==> src/rtl/mul_pkg.sv <==
package mul_pkg;

    localparam int OPND_W   = 8;
    localparam int REGNUM_W = 5;
    localparam int STAT_W   = 8;
    localparam int ZF_POS   = 1;
    localparam int CF_POS   = 0;

    typedef enum logic [1:0] {
        KIND_UU  = 2'd0,
        KIND_SS  = 2'd1,
        KIND_SU  = 2'd2,
        KIND_BAD = 2'd3
    } kind_e;

    typedef struct packed {
        logic  frac;
        kind_e kind;
    } mode_t;

    function automatic logic first_is_signed(mode_t m);
        return (m.kind == KIND_SS) || (m.kind == KIND_SU);
    endfunction

    function automatic logic second_is_signed(mode_t m);
        return (m.kind == KIND_SS);
    endfunction

endpackage

==> src/rtl/mul_decode.sv <==
module mul_decode
    import mul_pkg::*;
#(
    parameter int OPW        = OPND_W,
    parameter int RNW        = REGNUM_W,
    parameter int SRW        = STAT_W,
    parameter int UPPER_BASE = 16,
    parameter int NARROW_TOP = 23
) (
    input  logic           clk,
    input  logic           rst,
    input  logic           start,
    input  mode_t          mode,
    input  logic [RNW-1:0] dst_idx,
    input  logic [RNW-1:0] src_idx,
    input  logic [OPW-1:0] dst_val,
    input  logic [OPW-1:0] src_val,
    input  logic [SRW-1:0] sr_in,
    output logic           s1_valid,
    output logic           s1_bad,
    output mode_t          s1_mode,
    output logic [OPW-1:0] s1_a,
    output logic [OPW-1:0] s1_b,
    output logic [SRW-1:0] s1_sr
);

    localparam logic [RNW-1:0] LO_LIM = RNW'(UPPER_BASE);
    localparam logic [RNW-1:0] HI_LIM = RNW'(NARROW_TOP);

    logic dst_upper, src_upper, dst_narrow, src_narrow, legal;

    always_comb begin
        dst_upper  = (dst_idx >= LO_LIM);
        src_upper  = (src_idx >= LO_LIM);
        dst_narrow = dst_upper && (dst_idx <= HI_LIM);
        src_narrow = src_upper && (src_idx <= HI_LIM);
        if (mode.kind == KIND_BAD)
            legal = 1'b0;
        else if (!mode.frac && mode.kind == KIND_UU)
            legal = 1'b1;
        else if (!mode.frac && mode.kind == KIND_SS)
            legal = dst_upper && src_upper;
        else
            legal = dst_narrow && src_narrow;
    end

    always_ff @(posedge clk) begin
        if (rst) begin
            s1_valid <= 1'b0;
            s1_bad   <= 1'b0;
            s1_mode  <= '{frac: 1'b0, kind: KIND_UU};
            s1_a     <= '0;
            s1_b     <= '0;
            s1_sr    <= '0;
        end else begin
            s1_valid <= start;
            s1_bad   <= start && !legal;
            if (start) begin
                s1_mode <= mode;
                s1_a    <= dst_val;
                s1_b    <= src_val;
                s1_sr   <= sr_in;
            end
        end
    end

endmodule

==> src/rtl/mul_core.sv <==
module mul_core
    import mul_pkg::*;
#(
    parameter int OPW = OPND_W
) (
    input  mode_t            mode,
    input  logic [OPW-1:0]   a,
    input  logic [OPW-1:0]   b,
    output logic [2*OPW-1:0] raw,
    output logic [2*OPW-1:0] res
);

    localparam int PW = 2 * OPW;

    logic [PW-1:0] a_ext, b_ext;
    logic [PW-1:0] pp [PW];

    always_comb begin
        a_ext = {{OPW{first_is_signed(mode) & a[OPW-1]}}, a};
        b_ext = {{OPW{second_is_signed(mode) & b[OPW-1]}}, b};
    end

    for (genvar i = 0; i < PW; i++) begin : g_row
        assign pp[i] = b_ext[i] ? (a_ext << i) : '0;
    end

    always_comb begin
        raw = '0;
        for (int i = 0; i < PW; i++)
            raw = raw + pp[i];
        res = mode.frac ? {raw[PW-2:0], 1'b0} : raw;
    end

endmodule

==> src/rtl/mul_flags.sv <==
module mul_flags #(
    parameter int SRW   = 8,
    parameter int PW    = 16,
    parameter int Z_POS = 1,
    parameter int C_POS = 0
) (
    input  logic [SRW-1:0] sr_in,
    input  logic           raw_msb,
    input  logic [PW-1:0]  res,
    output logic [SRW-1:0] sr_out
);

    always_comb begin
        sr_out        = sr_in;
        sr_out[Z_POS] = (res == '0);
        sr_out[C_POS] = raw_msb;
    end

endmodule

==> src/rtl/mul_unit.sv <==
module mul_unit
    import mul_pkg::*;
#(
    parameter int OPW        = OPND_W,
    parameter int RNW        = REGNUM_W,
    parameter int SRW        = STAT_W,
    parameter int Z_POS      = ZF_POS,
    parameter int C_POS      = CF_POS,
    parameter int UPPER_BASE = 16,
    parameter int NARROW_TOP = 23
) (
    input  logic             clk,
    input  logic             rst,
    input  logic             start,
    input  logic [2:0]       mode,
    input  logic [RNW-1:0]   dst_idx,
    input  logic [RNW-1:0]   src_idx,
    input  logic [OPW-1:0]   dst_val,
    input  logic [OPW-1:0]   src_val,
    input  logic [SRW-1:0]   sr_in,
    output logic             done,
    output logic             illegal,
    output logic [2*OPW-1:0] product,
    output logic [SRW-1:0]   sr_out
);

    localparam int PW = 2 * OPW;

    mode_t          req_mode, s1_mode;
    logic           s1_valid, s1_bad;
    logic [OPW-1:0] s1_a, s1_b;
    logic [SRW-1:0] s1_sr, sr_next;
    logic [PW-1:0]  raw, res;

    assign req_mode = mode_t'(mode);

    mul_decode #(
        .OPW(OPW), .RNW(RNW), .SRW(SRW),
        .UPPER_BASE(UPPER_BASE), .NARROW_TOP(NARROW_TOP)
    ) decode_i (
        .clk(clk), .rst(rst), .start(start), .mode(req_mode),
        .dst_idx(dst_idx), .src_idx(src_idx),
        .dst_val(dst_val), .src_val(src_val), .sr_in(sr_in),
        .s1_valid(s1_valid), .s1_bad(s1_bad), .s1_mode(s1_mode),
        .s1_a(s1_a), .s1_b(s1_b), .s1_sr(s1_sr)
    );

    mul_core #(.OPW(OPW)) core_i (
        .mode(s1_mode), .a(s1_a), .b(s1_b), .raw(raw), .res(res)
    );

    mul_flags #(.SRW(SRW), .PW(PW), .Z_POS(Z_POS), .C_POS(C_POS)) flags_i (
        .sr_in(s1_sr), .raw_msb(raw[PW-1]), .res(res), .sr_out(sr_next)
    );

    always_ff @(posedge clk) begin
        if (rst) begin
            done    <= 1'b0;
            illegal <= 1'b0;
            product <= '0;
            sr_out  <= '0;
        end else begin
            done    <= s1_valid && !s1_bad;
            illegal <= s1_valid && s1_bad;
            if (s1_valid && !s1_bad) begin
                product <= res;
                sr_out  <= sr_next;
            end
        end
    end

endmodule

==> config.mk <==
export PLATFORM = sky130hd
export DESIGN_NAME = mul_unit
export DESIGN_NICKNAME = d
export VERILOG_FILES = /design/src/rtl/mul_pkg.sv /design/src/rtl/mul_decode.sv /design/src/rtl/mul_core.sv /design/src/rtl/mul_flags.sv /design/src/rtl/mul_unit.sv
export SDC_FILE = /design/constraint.sdc
export NUM_CORES = 1
export LEC_CHECK = 0
export BUFFER_PORTS_ARGS = -buffer_cell sky130_fd_sc_hd__clkbuf_2
export CAP_MARGIN = 20
export CORE_MARGIN = 4
export CORE_UTILIZATION = 40
export CTS_CLUSTER_DIAMETER = 80
export DETAILED_ROUTE_END_ITERATION = 10
export PLACE_DENSITY = 0.66
export SLEW_MARGIN = 0
export SYNTH_ARGS = -nofsm -noshare
export SYNTH_HDL_FRONTEND = slang
export SYNTH_SLANG_ARGS = --single-unit
==> constraint.sdc <==
create_clock -name clk -period 8.2 [get_ports clk]
set_input_delay 1.23 -clock clk [delete_from_list [all_inputs] [get_ports clk]]
set_output_delay 1.23 -clock clk [all_outputs]
set_load 0.1 [all_outputs]
==> flow_summary.ini <==
[sta]
setup_viol = 0
fin_tns_setup_ns = 0
hold_viol = 0
timing.fmax_ghz = 0.154
slew_headroom_pct = 43.7
worst_pin_slew_ns = 0.844
min_period_over_period_pct = 79.0
skew_ns = 0.00708
fin_crit_ns = 6.48
drv_slew = 0
grt_setup_unrepaired = false

[placement]
numPortBuffers = 57
dpl.hpwl_microns = 9080
routabilityCongestion = 0.872

[synth]
netlist_area_sq_um = 5250
synth_top_area_cell = fa_1
yosysWarningCount = 0
syn_area_per_cell_sq_um = 9.09
ys_types = 41
ys_ff_latch = 53
syn-num-nets = 736
netlist.area_leader.share_pct = 29.3
synth_cells = 578
synth_area_leaders = fa_1 29%, dfxtp_1 20%, ha_1 9.8%
ys_seq_area_share_pct = 20.2

[clock_tree]
clk_pin_slew_ns = 0.07
numCtsBuffers = 5
clk_latency_ns = 0.29
ctsHoldBuffers = 0
cts_resized = 0
post_cts_buffers = 0
htreeDepth = 2
clockRootBuffer = clkbuf_16
tritoncts = yes
clkSinkCount = 53
clock_path_buffers = 2

[pwr]
power_frac_clock_pct = 33.6
ir_worst_vdd_v = 0.0000939
p_int_mw = 0.481
p_per_area_nw_per_um2 = 125
p_sw_mw = 0.245
seqPwrFrac_pct = 40.4
combPwrFrac_pct = 26.0
power_mw = 0.727
switching_share_pct = 33.8
leakagePower_nw = 2.93

[setup_path]
worst-path-max-fanout = 12
regToRegEndpoint = sr_out[1]$_SDFFE_PP0P_
startpoint = decode_i.s1_a[7]$_SDFFE_PP0P_
cp_slowest_cell = dfxtp_1
crit_chain = nor2b_1 -> nand2_1 -> fa_1 -> fa_1 -> inv_1 -> fa_1 -> inv_1 -> fa_1 -> inv_1 -> ha_1 -> ha_1 -> inv_1 -> fa_1 -> nor2b_1 -> o31a_1 -> a21oi_1 -> or3_1 -> or3b_2 -> o31ai_2
path_class = flip-flop to flip-flop
worstPathRequired_ns = 8.41
timing.rr.start = decode_i.s1_a[7]$_SDFFE_PP0P_
r2r_slack_ns = 1.72
crit_top_cell = fa_1
worstSetupEndpointType = flip-flop
rr_worst_depth = 19
crit_arrival_ns = 6.69
crit_path_end = sr_out[1]$_SDFFE_PP0P_
start_kind = flip-flop
slowest_delay_ns = 0.61

[detailed_routing]
antenna_left = 0
routed_wl_microns = 11000
dr.first_iter.drc_count = 280
drt_first_pass_iters = 4
drc_errors = 0
num_vias = 3853
via_per_inst = 4.93
wl_per_cell_microns = 14.0

[grt]
grt_max_degree = 54
grt_pass1_wl_microns = 18400
antenna_found_initial = 0
grt_use_total_pct = 15.1
overflow = 0
first_global_vias = 3932

[floorplan]
io_pins = 66
initial_utilization_pct = 41.3
die_y_microns = 123
core-area_sq_um = 12700
die-width_microns = 123
die_area_sq_um = 15000
rows = 41

[hold_path]
min-delay-start = decode_i.s1_sr[2]$_SDFFE_PP0P_
hold_path_class = flip-flop to flip-flop

[job]
max-cap-violations = 0

[finish]
final_common_cell = inv_1
mostFrequentLayoutCells = 91 x inv_1, 77 x fa_1, 74 x nand2_1
antennaDiodeCount = 0
nets = 767
drive_gt1_share_pct = 12.0
area_growth_pct = 10.5
nFillCells = 1280

[outcome]
status = finished clean
## area by class of cell
class                      count  area, sq um  share of cell area [%]
clock buffer                   5          125                    2.16
clock inverter                 3         50.0                   0.862
inverter                      92          345                    5.95
multi-input combinational    398         3710                    63.9
sequential                    53         1060                    18.3
tap                          172          215                    3.71
timing repair buffer          59          300                    5.17
## cells in the mapped netlist, drive strengths merged
| cell | count |
|---|---|
| inv | 91 |
| fa | 77 |
| nand2 | 74 |
| nor2 | 56 |
| dfxtp | 53 |
| ha | 41 |
| mux2i | 33 |
| clkbuf | 29 |
| and2 | 26 |
| xnor2 | 19 |
| a21oi | 14 |
| a211oi | 12 |
| nor3 | 7 |
| buf | 6 |
| o21ai | 6 |
| xor2 | 4 |
| and3 | 3 |
| nand2b | 3 |
| nor2b | 3 |
| o211ai | 3 |
| nand3b | 2 |
| o21a | 2 |
| or3 | 2 |
| a2111oi | 1 |
| a311oi | 1 |
| a31oi | 1 |
| clkinv | 1 |
| nand3 | 1 |
| nor4 | 1 |
| nor4b | 1 |
| o31a | 1 |
| o31ai | 1 |
| o32a | 1 |
| or3b | 1 |
| xnor3 | 1 |
## cell families (layout without fill, tap and decap cells)
family / Yosys count / count (layout) / share of synthesized area [%]
flops: 53 / 53 / 20.2
compound gates: 43 / 43 / 5.45
simple gates: 180 / 180 / 15.4
fa+ha+maj: 118 / 118 / 39.1
xor+xnor: 24 / 24 / 4.26
mux: 33 / 33 / 6.29
buf+inv: 127 / 159 / 9.31
## registers in the layout, summed over array words and instances, names as in the netlist
signal,cells
product,16
decode_i.s1_a,8
decode_i.s1_b,8
sr_out,8
decode_i.s1_sr,6
decode_i.s1_mode,3
decode_i.s1_bad,1
decode_i.s1_valid,1
done,1
illegal,1
## power groups by stage
stage | Combinational [mW] | Clock (mW) | Sequential [mW]
finish | 0.189 | 0.244 | 0.294
global route | 0.211 | 0.259 | 0.296
CTS | 0.191 | 0.250 | 0.293
detailed placement | 0.190 | 0 | 0.299
global placement | 0.186 | 0 | 0.299
floorplan | 0.113 | 0 | 0.332
## per-stage QoR
step	cells	hold WS [ns]	util [%]	setup WS, ns	cell area (sq um)
detailed placement	774	0.447	44.2	1.78	5630
CTS	782	0.459	45.6	1.74	5800
floorplan	578	0.423	-	2.47	5250
finish	782	0.460	45.6	1.72	5800
global route	782	0.495	45.6	1.39	5800
global placement	774	0.436	44.2	1.87	5630
## per-layer routing
metal | vias to the layer above | track usage, % | wire [microns]
met5 | - | 0 | 0
met4 | 0 | 3.50 | 233
met3 | 16 | 2.72 | 544
met2 | 85 | 24.8 | 5220
met1 | 1893 | 20.9 | 4960
li1 | 1859 | - | -
## worst min-delay path by stage
stage                                   endpoint  slack [ns]  cells past startpoint
after floorplan               illegal$_SDFF_PP0_        0.42                      2
after detailed placement  sr_out[3]$_SDFFE_PP0P_        0.45                      2
after global placement    sr_out[4]$_SDFFE_PP0P_        0.44                      2
final                     sr_out[2]$_SDFFE_PP0P_        0.46                      2
after CTS                 sr_out[2]$_SDFFE_PP0P_        0.46                      2
after global routing      sr_out[4]$_SDFFE_PP0P_        0.50                      2
## worst max-delay path, delay by kind of cell, from the launching register on
kind                     cells  cell delay, ns
AND/OR/NAND/NOR              5            1.98
flip-flops                   1            0.61
AO/OA/AOI/OAI                3            0.49
adder cells (fa/ha/maj)      7            3.12
buffers and inverters        4            0.20
(Power assumes the default switching activity.)
